`config.mk`:
```
export PLATFORM = sky130hd
export DESIGN_NAME = rx_sync_jabber_mon
export DESIGN_NICKNAME = d
export VERILOG_FILES = /design/src/rtl/rsjm_pkg.sv /design/src/rtl/rsjm_idle_run.sv /design/src/rtl/rsjm_busy_timer.sv /design/src/rtl/rsjm_rx_ctrl.sv /design/src/rtl/rx_sync_jabber_mon.sv
export SDC_FILE = /design/constraint.sdc
export NUM_CORES = 1
export LEC_CHECK = 0
export BUFFER_PORTS_ARGS = -buffer_cell sky130_fd_sc_hd__buf_2
export CELL_PAD_IN_SITES_DETAIL_PLACEMENT = 1
export CELL_PAD_IN_SITES_GLOBAL_PLACEMENT = 1
export CORE_MARGIN = 2
export CORE_UTILIZATION = 47
export CTS_BUF_LIST = sky130_fd_sc_hd__clkbuf_8
export DETAILED_ROUTE_END_ITERATION = 8
export PLACE_DENSITY_LB_ADDON = 0.2
export SYNTH_ARGS = -nofsm -noshare
export SYNTH_HDL_FRONTEND = slang
export SYNTH_HIERARCHICAL = 1
export SYNTH_SLANG_ARGS = --single-unit
export TNS_END_PERCENT = 100
```
`constraint.sdc`:
```
create_clock -name clk -period 2.2 [get_ports clk]
set_clock_uncertainty 0.15 [all_clocks]
set_input_delay 0.11 -clock clk [delete_from_list [all_inputs] [get_ports clk]]
set_output_delay 0.11 -clock clk [all_outputs]
set_load 0.01 [all_outputs]
```
`src/rtl/rsjm_pkg.sv`:
```
// Package: shared defaults and the receive-state encoding for the
// cipher-lock / jabber guard. Assumes nothing beyond IEEE 1800-2017.
package rsjm_pkg;

    // Number of consecutive idle symbols that declares lock.
    parameter int unsigned DEF_IDLE_RUN   = 15;
    // Busy-window limit expressed in microsecond ticks.
    parameter int unsigned DEF_TIMEOUT_US = 722;

    // Receive stream state as seen by the guard.
    typedef enum logic [1:0] {
        RX_QUIET  = 2'd0,   // stream idle, no busy window open
        RX_BUSY   = 2'd1,   // busy window open, timer running
        RX_JABBER = 2'd2    // limit exceeded, waiting for resync
    } rx_state_e;

endpackage

```
`src/rtl/rsjm_idle_run.sv`:
```
// Module: rsjm_idle_run
// Counts consecutive valid idle symbols and saturates at IDLE_RUN.
// A valid non-idle symbol or the clear input resets the run. Cycles
// without a valid symbol hold the count. The module publishes whether
// the count after this edge equals the target, so that the consumer
// can act at the same edge that samples the final idle.
// Assumes: clr has priority over symbols.
module rsjm_idle_run #(
    parameter int unsigned IDLE_RUN = rsjm_pkg::DEF_IDLE_RUN
) (
    input  logic clk,
    input  logic rst_n,
    input  logic clr,
    input  logic idle_sym,
    input  logic data_sym,
    output logic run_full_next
);
    localparam int unsigned CW = $clog2(IDLE_RUN + 1);
    localparam logic [CW-1:0] TARGET = CW'(IDLE_RUN);

    logic [CW-1:0] cnt_q;
    logic [CW-1:0] cnt_d;

    // Next-count selection: clear, saturating increment, break, or hold.
    always_comb begin
        cnt_d = cnt_q;
        if (clr) begin
            cnt_d = '0;
        end else if (idle_sym) begin
            if (cnt_q != TARGET) begin
                cnt_d = cnt_q + CW'(1);
            end
        end else if (data_sym) begin
            cnt_d = '0;
        end
    end

    // Run-length register.
    always_ff @(posedge clk) begin
        if (!rst_n) begin
            cnt_q <= '0;
        end else begin
            cnt_q <= cnt_d;
        end
    end

    // Target reached by the count that this edge will store.
    assign run_full_next = (cnt_d == TARGET);

endmodule

```
`src/rtl/rsjm_busy_timer.sv`:
```
// Module: rsjm_busy_timer
// Counts microsecond ticks while a busy window is open and flags expiry
// on the tick that completes TIMEOUT_US. The count is zero whenever the
// window is closed, and it restarts on the window-open pulse.
// Assumes: the controller closes the window at or after expiry, so the
// count never needs to pass TIMEOUT_US-1.
module rsjm_busy_timer #(
    parameter int unsigned TIMEOUT_US = rsjm_pkg::DEF_TIMEOUT_US
) (
    input  logic clk,
    input  logic rst_n,
    input  logic clr,
    input  logic open_win,
    input  logic running,
    input  logic tick,
    output logic expire
);
    localparam int unsigned TW = $clog2(TIMEOUT_US + 1);
    localparam logic [TW-1:0] LAST = TW'(TIMEOUT_US - 1);

    logic [TW-1:0] tmr_q;
    logic [TW-1:0] tmr_d;

    // Next-count selection: zero when closed or restarting, else count ticks.
    always_comb begin
        tmr_d = tmr_q;
        if (clr || open_win || !running) begin
            tmr_d = '0;
        end else if (tick && (tmr_q != LAST)) begin
            tmr_d = tmr_q + TW'(1);
        end
    end

    // Elapsed-time register.
    always_ff @(posedge clk) begin
        if (!rst_n) begin
            tmr_q <= '0;
        end else begin
            tmr_q <= tmr_d;
        end
    end

    // Expiry: the tick that would complete the limit inside an open window.
    assign expire = running && !clr && tick && (tmr_q == LAST);

endmodule

```
`src/rtl/rsjm_rx_ctrl.sv`:
```
// Module: rsjm_rx_ctrl
// Receive-state controller. It opens a busy window on the first data
// symbol after idle and closes it on any idle symbol. An idle symbol
// beats a same-cycle expiry, so a frame ending at the limit causes no
// jabber. On expiry it enters jabber, which drops lock. Jabber is left
// only when a full idle run completes, and lock returns at that same
// edge. Outputs are registered, so carrier contribution cannot glitch.
// Assumes: link_fail clears everything with top priority.
module rsjm_rx_ctrl
    import rsjm_pkg::*;
(
    input  logic clk,
    input  logic rst_n,
    input  logic link_fail,
    input  logic idle_sym,
    input  logic data_sym,
    input  logic run_full_next,
    input  logic expire,
    output logic open_win,
    output logic running,
    output logic sync_q,
    output logic jab_q
);
    rx_state_e st_q;
    rx_state_e st_d;
    logic      sync_d;

    // State transition and window-open decision.
    always_comb begin
        st_d     = st_q;
        open_win = 1'b0;
        if (link_fail) begin
            st_d = RX_QUIET;
        end else begin
            unique case (st_q)
                RX_QUIET: begin
                    if (data_sym) begin
                        st_d     = RX_BUSY;
                        open_win = 1'b1;
                    end
                end
                RX_BUSY: begin
                    if (idle_sym) begin
                        st_d = RX_QUIET;
                    end else if (expire) begin
                        st_d = RX_JABBER;
                    end
                end
                RX_JABBER: begin
                    if (run_full_next) begin
                        st_d = RX_QUIET;
                    end
                end
                default: st_d = RX_QUIET;
            endcase
        end
    end

    // Lock decision: cleared by link failure or jabber entry, set by a full run.
    always_comb begin
        sync_d = sync_q;
        if (link_fail) begin
            sync_d = 1'b0;
        end else if ((st_q == RX_BUSY) && (st_d == RX_JABBER)) begin
            sync_d = 1'b0;
        end else if (run_full_next) begin
            sync_d = 1'b1;
        end
    end

    // State, lock and jabber registers.
    always_ff @(posedge clk) begin
        if (!rst_n) begin
            st_q   <= RX_QUIET;
            sync_q <= 1'b0;
            jab_q  <= 1'b0;
        end else begin
            st_q   <= st_d;
            sync_q <= sync_d;
            jab_q  <= (st_d == RX_JABBER);
        end
    end

    assign running = (st_q == RX_BUSY);

endmodule

```
`src/rtl/rx_sync_jabber_mon.sv`:
```
// Module: rx_sync_jabber_mon (top)
// Cipher-lock detection from idle runs plus the busy-time jabber guard
// for a 100 Mb/s receive symbol stream. The top module qualifies the
// symbol strobes and wires the idle-run counter, the busy timer and
// the receive controller together.
// Assumes: us_tick is a single-cycle pulse; all inputs are synchronous to clk.
module rx_sync_jabber_mon #(
    parameter int unsigned IDLE_RUN   = rsjm_pkg::DEF_IDLE_RUN,
    parameter int unsigned TIMEOUT_US = rsjm_pkg::DEF_TIMEOUT_US
) (
    input  logic clk,
    input  logic rst_n,
    input  logic sym_valid,
    input  logic sym_is_idle,
    input  logic link_fail,
    input  logic us_tick,
    output logic cipher_sync,
    output logic jabber,
    output logic crs_jab
);
    logic idle_sym;
    logic data_sym;
    logic run_full_next;
    logic expire;
    logic open_win;
    logic running;
    logic sync_q;
    logic jab_q;

    // Symbol qualification: only valid symbols count.
    assign idle_sym = sym_valid && sym_is_idle;
    assign data_sym = sym_valid && !sym_is_idle;

    rsjm_idle_run #(
        .IDLE_RUN (IDLE_RUN)
    ) u_idle_run (
        .clk           (clk),
        .rst_n         (rst_n),
        .clr           (link_fail),
        .idle_sym      (idle_sym),
        .data_sym      (data_sym),
        .run_full_next (run_full_next)
    );

    rsjm_busy_timer #(
        .TIMEOUT_US (TIMEOUT_US)
    ) u_busy_timer (
        .clk      (clk),
        .rst_n    (rst_n),
        .clr      (link_fail),
        .open_win (open_win),
        .running  (running),
        .tick     (us_tick),
        .expire   (expire)
    );

    rsjm_rx_ctrl u_rx_ctrl (
        .clk           (clk),
        .rst_n         (rst_n),
        .link_fail     (link_fail),
        .idle_sym      (idle_sym),
        .data_sym      (data_sym),
        .run_full_next (run_full_next),
        .expire        (expire),
        .open_win      (open_win),
        .running       (running),
        .sync_q        (sync_q),
        .jab_q         (jab_q)
    );

    assign cipher_sync = sync_q;
    assign jabber      = jab_q;
    assign crs_jab     = jab_q;

endmodule

```
== Word level (Yosys, flattened, before mapping) ==
Cells that the tools add are included.

* Add/sub/neg operators: 2
* Equality and inequality tests: 7
* Muxes and demuxes: 13
* Bitwise logic cells: 1
* Reductions and logical operators: 15

{| class="wikitable"
|+ Operators by type and width
! operator !! count
|-
| two-way mux 4 bit || 4
|-
| adder 10 x 1 -> 10 bit, second input constant || 1
|-
| equality test 10 bit, second input constant || 1
|-
| two-way mux 2 bit || 5
|-
| inequality test 10 bit, second input constant || 1
|-
| logical AND 1 bit || 7
|-
| case mux 2 bit (3 select lines) || 1
|-
| adder 4 x 1 -> 4 bit, second input constant || 1
|-
| equality test 2 bit, second input constant || 2
|-
| equality test 4 bit, second input constant || 1
|-
| inequality test 4 bit, second input constant || 1
|-
| logical NOT 1 bit || 3
|-
| two-way mux 1 bit || 3
|-
| OR reduction 3 bit || 1
|-
| equality test 2 x 1 -> 1 bit, second input constant || 1
|-
| logical NOT 2 bit || 1
|-
| logical OR 1 bit || 2
|-
| OR reduction 2 bit || 1
|-
| NOT 1 bit || 1
|}

* Flip-flop bits (word level): 18
* Input bits: 6
* Output and inout bits: 3
* Word-level logic and storage cells: 43

== Logic depth before layout (Yosys ltp) ==
Gate-level depths: netlist of run 1.

* Depth in word-level cells: 12
* Depth in mapped cells: 7
* Mapped depth without buffers: 6

== By module ==
Netlist of run 1, hierarchy kept.

{| class="wikitable"
|+ By module, submodules not included
! module !! times used !! cells an instance !! area an instance (µm²) !! sequential area each (µm²)
|-
| rsjm_busy_timer || 1 || 59 || 561.8 || 200.2
|-
| rsjm_idle_run || 1 || 35 || 301.5 || 80.1
|-
| rsjm_rx_ctrl || 1 || 15 || 166.4 || 80.1
|-
| rx_sync_jabber_mon || 1 || 3 || 23.8 || 0.0
|}

== Least setup slack after synthesis of run 1 ==
Ideal clock, no wire load.

* Kind: register -> register
* Start: reg u_idle_run.cnt_q[0]
* End: reg u_rx_ctrl.jab_q
* Setup time: 70 ps
* Arrival: 1592 ps
* Required time: 1980 ps
* Slack: 388 ps
* Cell stages (with the launch flop): 7
* Buffers on the path: 0
* Period minus slack after synthesis: 1812 ps
* Cells stage by stage: dfxtp_1 -> ha_1 -> and3_4 -> o211a_1 -> a211oi_2 -> or3b_1 -> a21oi_1

* Longest elaborated chain between the ends: 9
* Elaborated cells on any way between the ends: 11
* Classes of those cells: add/sub: 1; eq/ne: 3; mux: 7

{| class="wikitable"
|+ Ends and longest elaborated chain
! item !! RTL line !! RTL
|-
| start: declaration || rsjm_idle_run.sv:21 || <nowiki>logic [CW-1:0] cnt_q;</nowiki>
|-
| start signal: assignment || rsjm_idle_run.sv:43 || <nowiki>cnt_q <= cnt_d;</nowiki>
|-
| adder 4 x 1 -> 4 bit or inequality test 4 bit (tied branches) || rsjm_idle_run.sv:31, rsjm_idle_run.sv:30 ||
|-
| two-way mux 4 bit || rsjm_idle_run.sv:30 || <nowiki>if (cnt_q != TARGET) begin</nowiki>
|-
| two-way mux 4 bit (*) || rsjm_idle_run.sv:29 || <nowiki>end else if (idle_sym) begin</nowiki>
|-
| two-way mux 4 bit (*) || rsjm_idle_run.sv:27 || <nowiki>if (clr) begin</nowiki>
|-
| equality test 4 bit (*) || rsjm_idle_run.sv:48 || <nowiki>assign run_full_next = (cnt_d == TARGET);</nowiki>
|-
| via run_full_next || rx_sync_jabber_mon.sv:23 || <nowiki>logic run_full_next;</nowiki>
|-
| two-way mux 2 bit (*) || rsjm_rx_ctrl.sv:50 || <nowiki>if (run_full_next) begin</nowiki>
|-
| case mux 2 bit (3 select lines) (*) || rsjm_rx_ctrl.sv:35 || <nowiki>unique case (st_q)</nowiki>
|-
| two-way mux 2 bit (*) || rsjm_rx_ctrl.sv:32 || <nowiki>if (link_fail) begin</nowiki>
|-
| equality test 2 bit (*) || rsjm_rx_ctrl.sv:80 || <nowiki>jab_q <= (st_d == RX_JABBER);</nowiki>
|-
| end signal: assignment || rsjm_rx_ctrl.sv:80 ||
|-
| end: declaration || rsjm_rx_ctrl.sv:22 || <nowiki>output logic jab_q</nowiki>
|}

Mark *: on every way through the listed nets, which the timed path passes. The rest lies on a longest branch.
A chain may end at the register's enable or synchronous reset.

== Worst setup path in the final report of run 1 ==
Ends and elaborated chain as after synthesis.

==> out/qor.log, run 1 <==
qor: finish.layout-drive-gt1-share 0.207
qor: floorplanning.die-height 51.3 um
qor: setup_path.worstRegToRegCells 6
qor: grt.grt_start_max_net_pins 13
qor: grt.grt_usage 0.185
qor: synth.cell_area_after_synthesis 1050 um^2
qor: setup_path.kind_of_end_point_of_the_critical_path register
qor: sta.timing.slew.headroom 0.734
qor: worst_hold_path.min_path_cells 3
qor: sta.hold_viol 0
qor: sta.final.min_clock_period 2.03 ns
qor: routing.detail_route.first_pass.iterations 3
qor: finish.antenna-diode-count 0
qor: flow_run.drv.max_cap_violation_count 0
qor: floorplanning.dieWidth 51.3 um
qor: synth.seq_area_frac_synth 0.342
qor: clock_tree.cts_post_setup_buffers_inserted 0
qor: placement.dpl.hpwl 1600 um
qor: synth.leading_area_contributor_after_synthesis dfxtp_1
qor: clock_tree.max-clock-path-buffers 2
qor: worst_hold_path.holdCritPathClass in -> reg
qor: grt.first_global_vias 862
qor: clock_tree.cts_buffers 3
qor: sta.setup_viol_count_final 0
qor: synth.async_reset_ff_frac 0
qor: floorplanning.row_count 17
qor: synth.yosys-top-cells-area dfxtp_1 (34%), a21oi_1 (4.3%), ha_1 (3.6%)
qor: routing.wirelength 2120 um
qor: routing.drt.antenna.violating_nets 0
qor: setup_path.required 2.23 ns
qor: clock_tree.tritoncts_num_sinks 18
qor: setup_path.critical_path.max_fanout 9
qor: placement.placed_cell_count 144
qor: clock_tree.root_buffer clkbuf_8
qor: synth.number_of_enable_flip_flop_cells_after_synthesis 0
qor: clock_tree.worst_setup_hold_path_clk_slew 0.07 ns
qor: synth.ys_ff_latch 18
qor: clock_tree.ctsResizeCount 0
qor: setup_path.setup.worst_path.class reg -> reg
qor: placement.port-buffer-count 8
qor: synth.post-synth-top-area-fraction 0.342
qor: grt.grt_pass1_wl 3730 um
qor: grt.initial_antenna_violation_count 0
qor: sta.period_share 0.923
qor: synth.syn_nets 121
qor: placement.pre_cts_slack 0.202 ns
qor: sta.timing_worst_slew_pin_value 0.395 ns
qor: clock_tree.post_cts_hold_buffer_count 1
qor: routing.routedWlPerCell 14.2 um
qor: routing.via_per_inst 5.85
qor: floorplanning.floorplan.core_area 2170 um^2
qor: sta.holdWs 0.0623 ns
qor: grt.global_route.overflow_total 0
qor: synth.synth_commonest_cells dfxtp_1 (18), a21oi_1 (9), nor2_1 (7)
qor: sta.grt_setup_unrepaired false
qor: finish.total_of_fill_cells_in_the_finished_design 268
qor: power_and_ir_drop.ir_worst_vdd 0.000231 V
qor: clock_tree.clock_latency 0.25 ns
qor: synth.synth_warnings 6
qor: sta.worst_slack 0.170 ns
qor: finish.fin_nets 131
qor: status.outcome finished, final reports clean
qor: routing.drt_drc_violations_left 0
qor: floorplanning.dieArea 2640 um^2
qor: floorplanning.ios 9
qor: finish.finish.utilization 0.530
qor: sta.fmaxAchievable 0.493 GHz
qor: finish.fin_cells 149
qor: routing.dr_total_vias 871
qor: clock_tree.htree_num_levels 1
qor: power_and_ir_drop.pwr_density_cell 547 nW/um^2
qor: placement.routabilityCongestion 0.740
qor: synth.number_of_standard_cells_after_synthesis 112
qor: routing.drt-initial-drc-count 4
qor: synth.post_synth_num_cell_types 46
qor: synth.avgSynthCellArea 9.41 um^2
qor: setup_path.cp.arrival 2.06 ns
qor: synth.main_synth_ff_type dfxtp_1
qor: clock_tree.cts_tree built
qor: sta.fin_setup_tns 0 ns
qor: finish.area_growth_syn_to_layout 9.14%
qor: setup_path.nature_of_the_critical_path_startpoint register
qor: synth.post-synth-top-count-cell dfxtp_1
qor: floorplanning.start_util 0.486
qor: power_and_ir_drop.p_leak 0.384 nW
qor: sta.report.final.slew_viol_count 0
layout by cell type, fill, tap and decap left out, types with 2 or more instances in the layout:
cell type	n
or3_1	2
a21oi_1	9
inv_1	5
a211oi_2	2
buf_2	8
xor2_1	2
o21ai_0	4
dfxtp_1	18
ha_1	3
clkbuf_8	4
nand2b_1	4
or4_1	3
o31ai_1	4
nand4_1	3
nand4bb_1	3
nand3_1	4
nor2_1	7
nor3b_1	3
nand2_1	5
area by class of cell:
class	count	area, um^2	share of cell area
multi-input cells	84	623	0.542
flip-flops and latches	18	360	0.313
repair buffers	10	57.6	0.0501
clock buffers	4	55.1	0.0479
well taps	28	35.0	0.0305
inverters	5	18.8	0.0163
path summary, 6_finish.rpt:
kind | from | end | slack, ns
min | us_tick | u_busy_timer/tmr_q[1] | 0.06
max | u_idle_run/cnt_q[0] | u_rx_ctrl/jab_q | 0.17
min reg2reg | u_busy_timer/tmr_q[9] | u_busy_timer/tmr_q[9] | 0.34
max reg2reg | u_idle_run/cnt_q[0] | u_rx_ctrl/jab_q | 0.17
routing by layer:
metal  share of wire  GRT usage
met1            0.47      0.221
met2            0.49      0.314
met4           0.014     0.0965
met5               0          0
met3           0.026     0.0322
per-stage QoR:
| step | total power [W] | instance area [um^2] |
|---|---|---|
| floorplan | 0.000362 | 1050 |
| global route | 0.000663 | 1150 |
| detailed placement | 0.000370 | 1080 |
| global placement | 0.000369 | 1080 |
| finish | 0.000628 | 1150 |
| CTS | 0.000641 | 1150 |
worst max-delay path, stage by stage (launching register included):
cell and delay [ns]:
dfxtp_1 0.47, ha_1 0.32, nor4bb_1 0.09, a31oi_1 0.25, a211oi_2 0.12, or3b_1 0.41
a21oi_1 0.16
state kept, by name, indices dropped and copies added (netlist names):
signal              cells
u_busy_timer/tmr_q     10
u_rx_ctrl/st_q          2
u_idle_run/cnt_q        4
u_rx_ctrl/sync_q        1
u_rx_ctrl/jab_q         1
cell families (layout without fill, tap and decap cells):
group	Yosys count	in the layout	share of synthesized area
AOI/OAI and AO/OA	27	27	0.194
xor gates and xnor gates	2	2	0.0166
adders and majority gates	3	3	0.0356
buffers and inverters	10	19	0.0665
DFF	18	18	0.342
muxes	1	1	0.0107
and+or+nand+nor	51	51	0.335
power by group:
| part | internal, W | switching (W) | total [W] | leakage, nW |
|---|---|---|---|---|
| clock | 0.000159 | 0.000106 | 0.000265 | 0.0288 |
| combinational | 0.0000159 | 0.0000183 | 0.0000342 | 0.210 |
| sequential | 0.000327 | 0.00000234 | 0.000330 | 0.145 |
(Power assumes the default switching activity.)
==> run 2: changes to the inputs <==
CORE_UTILIZATION = 45   (was 47)
SYNTH_HIERARCHICAL = unset   (was 1)
==> run 2 against run 1 <==
Compared with the run above: total power down 7.8%; flip-flop and latch count unchanged; register-to-register slack better by 0.14 ns; hold slack better by 0.0052 ns; largest cell class unchanged; clock power down 16%; clock-buffer cell count down 1; maximum frequency up 7.3%; global-route usage up 1.3 points; synthesized area down 17%; final cell count down 11%.
==> out/qor.log, run 2 <==
qor: power_and_ir_drop.ir_worst_vdd 0.000319 V [+38%]
qor: setup_path.critical_path_buf_inv_count 0 [unchanged]
qor: setup_path.nature_of_the_critical_path_startpoint register
qor: finish.antenna-diode-count 0 [unchanged]
qor: grt.grt_start_max_net_pins 11 [-2]
qor: setup_path.worst_path_dominant_cell_family compound AO/OA/AOI/OAI gates
qor: synth.main_synth_ff_type dfxtp_1
qor: flow_run.drv.max_cap_violation_count 0 [unchanged]
qor: sta.worst_slack 0.308 ns [+0.137 ns]
qor: worst_hold_path.min_path_cells 3 [unchanged]
qor: finish.most_common_library_cell_in_the_layout_ignoring_fill_and_taps dfxtp_1
qor: clock_tree.cts_post_setup_buffers_inserted 0 [unchanged]
qor: finish.fin_nets 118 [-9.9%]
qor: setup_path.cp.arrival 1.89 ns [-0.17 ns]
qor: sta.timing.slew.headroom 0.725 [-0.00900]
qor: power_and_ir_drop.p_leak 0.372 nW [-3.2%]
qor: grt.global_route_met2_utilization 0.331 [+0.0168]
qor: floorplanning.dieArea 2300 um^2 [-13%]
qor: grt.globalRouteMet1Util 0.242 [+0.0212]
qor: clock_tree.root_buffer clkbuf_8
qor: setup_path.critical_path.reg2reg.endpoint u_rx_ctrl.st_q[1]
qor: sta.fin_setup_tns 0 ns [unchanged]
qor: finish.stdcell_area 986 um^2 [-14%]
qor: setup_path.critical_path.max_fanout 6 [-3]
qor: synth.yosys-top-cells-area dfxtp_1 (41%), nor2_1 (6.9%), xor2_1 (5.0%)
qor: routing.dr_total_vias 709 [-19%]
qor: power_and_ir_drop.pwr_density_cell 587 nW/um^2 [+7.5%]
qor: grt.grt_most_used_layer met2
qor: finish.layout-drive-gt1-share 0.140 [-0.0664]
qor: clock_tree.cts_tree built
qor: power_and_ir_drop.finalPower 0.000579 W [-7.8%]
qor: routing.drt-initial-drc-count 5 [+1]
qor: synth.syn_nets 105 [-13%]
qor: synth.number_of_enable_flip_flop_cells_after_synthesis 0 [unchanged]
qor: synth.synth_commonest_cells dfxtp_1 (18), nor2_1 (16), nand2_1 (6)
qor: finish.area_growth_syn_to_layout 13.2%
qor: finish.top_register u_busy_timer.tmr_q
qor: synth.post-synth-top-count-cell dfxtp_1
qor: routing.via_per_inst 5.37 [-8.1%]
qor: worst_hold_path.holdCritPathClass in -> reg
qor: sta.report.final.slew_viol_count 0 [unchanged]
qor: status.outcome finished, final reports clean
qor: setup_path.timing.reg2reg.setup_slack 0.31 ns [+0.14 ns]
qor: grt.initial_antenna_violation_count 0 [unchanged]
qor: sta.grt_setup_unrepaired false
qor: synth.async_reset_ff_frac 0 [unchanged]
qor: floorplanning.dieWidth 48.0 um [-6.5%]
qor: sta.timing_worst_slew_pin_value 0.407 ns [+0.0116 ns]
qor: placement.placed_cell_area 935 um^2 [-14%]
qor: setup_path.timing.critical_path.slowest_stage_cell dfxtp_1
qor: finish.layout.cells.most_common_list dfxtp_1 (18), nor2_1 (16), buf_2 (8), nand2_1 (6)
qor: synth.leading_area_contributor_after_synthesis dfxtp_1
qor: floorplanning.start_util 0.494 [+0.00803]
qor: grt.grt_usage 0.197 [+0.0127]
qor: clock_tree.clock_latency 0.25 ns [about the same]
qor: setup_path.worst_setup_path_startpoint u_idle_run.cnt_q[0]
qor: synth.cell_area_after_synthesis 871 um^2 [-17%]
qor: synth.seq_area_frac_synth 0.414 [+0.0718]
qor: grt.grt_pass1_wl 3090 um [-17%]
qor: clock_tree.worst_setup_hold_path_clk_slew 0.07 ns [about the same]
qor: sta.setup_viol_count_final 0 [unchanged]
qor: sta.hold_viol 0 [unchanged]
qor: finish.total_of_fill_cells_in_the_finished_design 230 [-14%]
qor: grt.first_global_vias 701 [-19%]
qor: placement.routabilityCongestion 0.725 [-2.1%]
qor: placement.placed_cell_count 128 [-11%]
qor: synth.avgSynthCellArea 9.07 um^2 [-3.6%]
qor: floorplanning.row_count 15 [-2]
qor: sta.final.min_clock_period 1.89 ns [-0.137 ns]
qor: setup_path.worstRegToRegCells 6 [unchanged]
qor: grt.use_met3 0.0340 [+0.00180]
qor: synth.ys_ff_latch 18 [unchanged]
qor: clock_tree.cts_buffers 3 [unchanged]
qor: clock_tree.max-clock-path-buffers 2 [unchanged]
qor: synth.number_of_standard_cells_after_synthesis 96 [-14%]
qor: clock_tree.post_cts_hold_buffer_count 1 [unchanged]
qor: floorplanning.die-height 48.0 um [-6.5%]
qor: floorplanning.ios 9 [unchanged]
qor: clock_tree.tritoncts_num_sinks 18 [unchanged]
qor: setup_path.capturing_element_of_the_worst_setup_path u_rx_ctrl.st_q[1]
qor: routing.wirelength 1750 um [-17%]
qor: setup_path.setup.worst_path.class reg -> reg
qor: placement.dpl.hpwl 1370 um [-15%]
qor: finish.reg.largest.list u_busy_timer.tmr_q x10, u_idle_run.cnt_q x4, u_rx_ctrl.st_q x2
qor: setup_path.timing.critical_path.depth 6 [unchanged]
qor: sta.period_share 0.860 [-0.0624]
qor: placement.port-buffer-count 8 [unchanged]
qor: placement.pre_cts_slack 0.322 ns [+0.119 ns]
qor: synth.post_synth_num_cell_types 33 [-28%]
qor: clock_tree.htree_num_levels 1 [unchanged]
qor: setup_path.required 2.20 ns [-0.03 ns]
qor: routing.drt.antenna.violating_nets 0 [unchanged]
qor: routing.routedWlPerCell 13.3 um [-6.5%]
qor: routing.drt_drc_violations_left 0 [unchanged]
qor: floorplanning.floorplan.core_area 1760 um^2 [-19%]
qor: finish.fin_cells 132 [-11%]
qor: grt.global_route.overflow_total 0 [unchanged]
qor: routing.detail_route.first_pass.iterations 4 [+1]
qor: setup_path.kind_of_end_point_of_the_critical_path register
qor: setup_path.crit-reg2reg-launch u_idle_run.cnt_q[0]
qor: finish.largest_register_ffs 10 [unchanged]
qor: synth.post-synth-top-area-fraction 0.414 [+0.0718]
qor: synth.synth_warnings 0 [-6]
qor: sta.fmaxAchievable 0.528 GHz [+7.3%]
qor: setup_path.maximum_cell_stage_delay_along_the_critical_path 0.36 ns [-0.11 ns]
qor: setup_path.crit_chain ha_1, and3_1, a21o_1, a32oi_1, o21ai_2, a221oi_1
qor: clock_tree.ctsResizeCount 0 [unchanged]
-- run 2: cell count changes after synthesis, moves of 4 or more --
cell     previous run  this run
o21ai_0             4         0
nor2_1              7        16
xnor2_1             0         4
o31ai_1             4         0
a21oi_1             9         2
-- run 2: through the flow --
stage           util  hold WS (ns)
2_1_floorplan      -        0.0817
3_3_place_gp   0.530         0.176
3_5_place_dp   0.530         0.183
4_1_cts        0.559        0.0683
5_1_grt        0.559        0.0891
6_report       0.559        0.0675
-- run 2: layout make-up --
cell class / instances / area (um^2) / share of cell area
Multi-Input combinational cell: 72 / 484 / 0.491
Sequential cell: 18 / 360 / 0.365
Timing Repair Buffer: 9 / 50.0 / 0.0508
Clock buffer: 3 / 41.3 / 0.0419
Tap cell: 25 / 31.3 / 0.0317
Inverter: 5 / 18.8 / 0.0190
-- run 2: logic make-up after synthesis --
| kind of cell | share of synthesized area |
|---|---|
| simple gates | 0.284 |
| flops | 0.414 |
| compound gates | 0.121 |
| xor+xnor | 0.0905 |
| buf+inv | 0.0302 |
| fa+ha+maj | 0.0431 |
| mux | 0.0172 |
-- run 2: worst min-delay path: stages --
cell    delay [ns]
buf_2         0.11
nor4_2        0.06
and2_1        0.14
-- run 2: worst min path at each step --
stage,from,end,slack [ns]
floorplan,rst_n,u_idle_run.cnt_q[2],0.08
global placement,rst_n,u_idle_run.cnt_q[2],0.18
detailed placement,rst_n,u_idle_run.cnt_q[2],0.18
CTS,link_fail,u_idle_run.cnt_q[2],0.07
global route,sym_valid,u_rx_ctrl.st_q[0],0.09
finish,link_fail,u_idle_run.cnt_q[2],0.07
-- run 2: report_power, final --
group          internal, W  switching [W]
clock             0.000121       0.000101
sequential        0.000328     0.00000221
combinational    0.0000110      0.0000158
-- run 2: per-layer routing --
| layer | vias up | wire (um) |
|---|---|---|
| li1 | 364 | - |
| met1 | 337 | 769 |
| met2 | 6 | 934 |
| met3 | 2 | 38 |
| met4 | 0 | 11 |
| met5 | - | 0 |
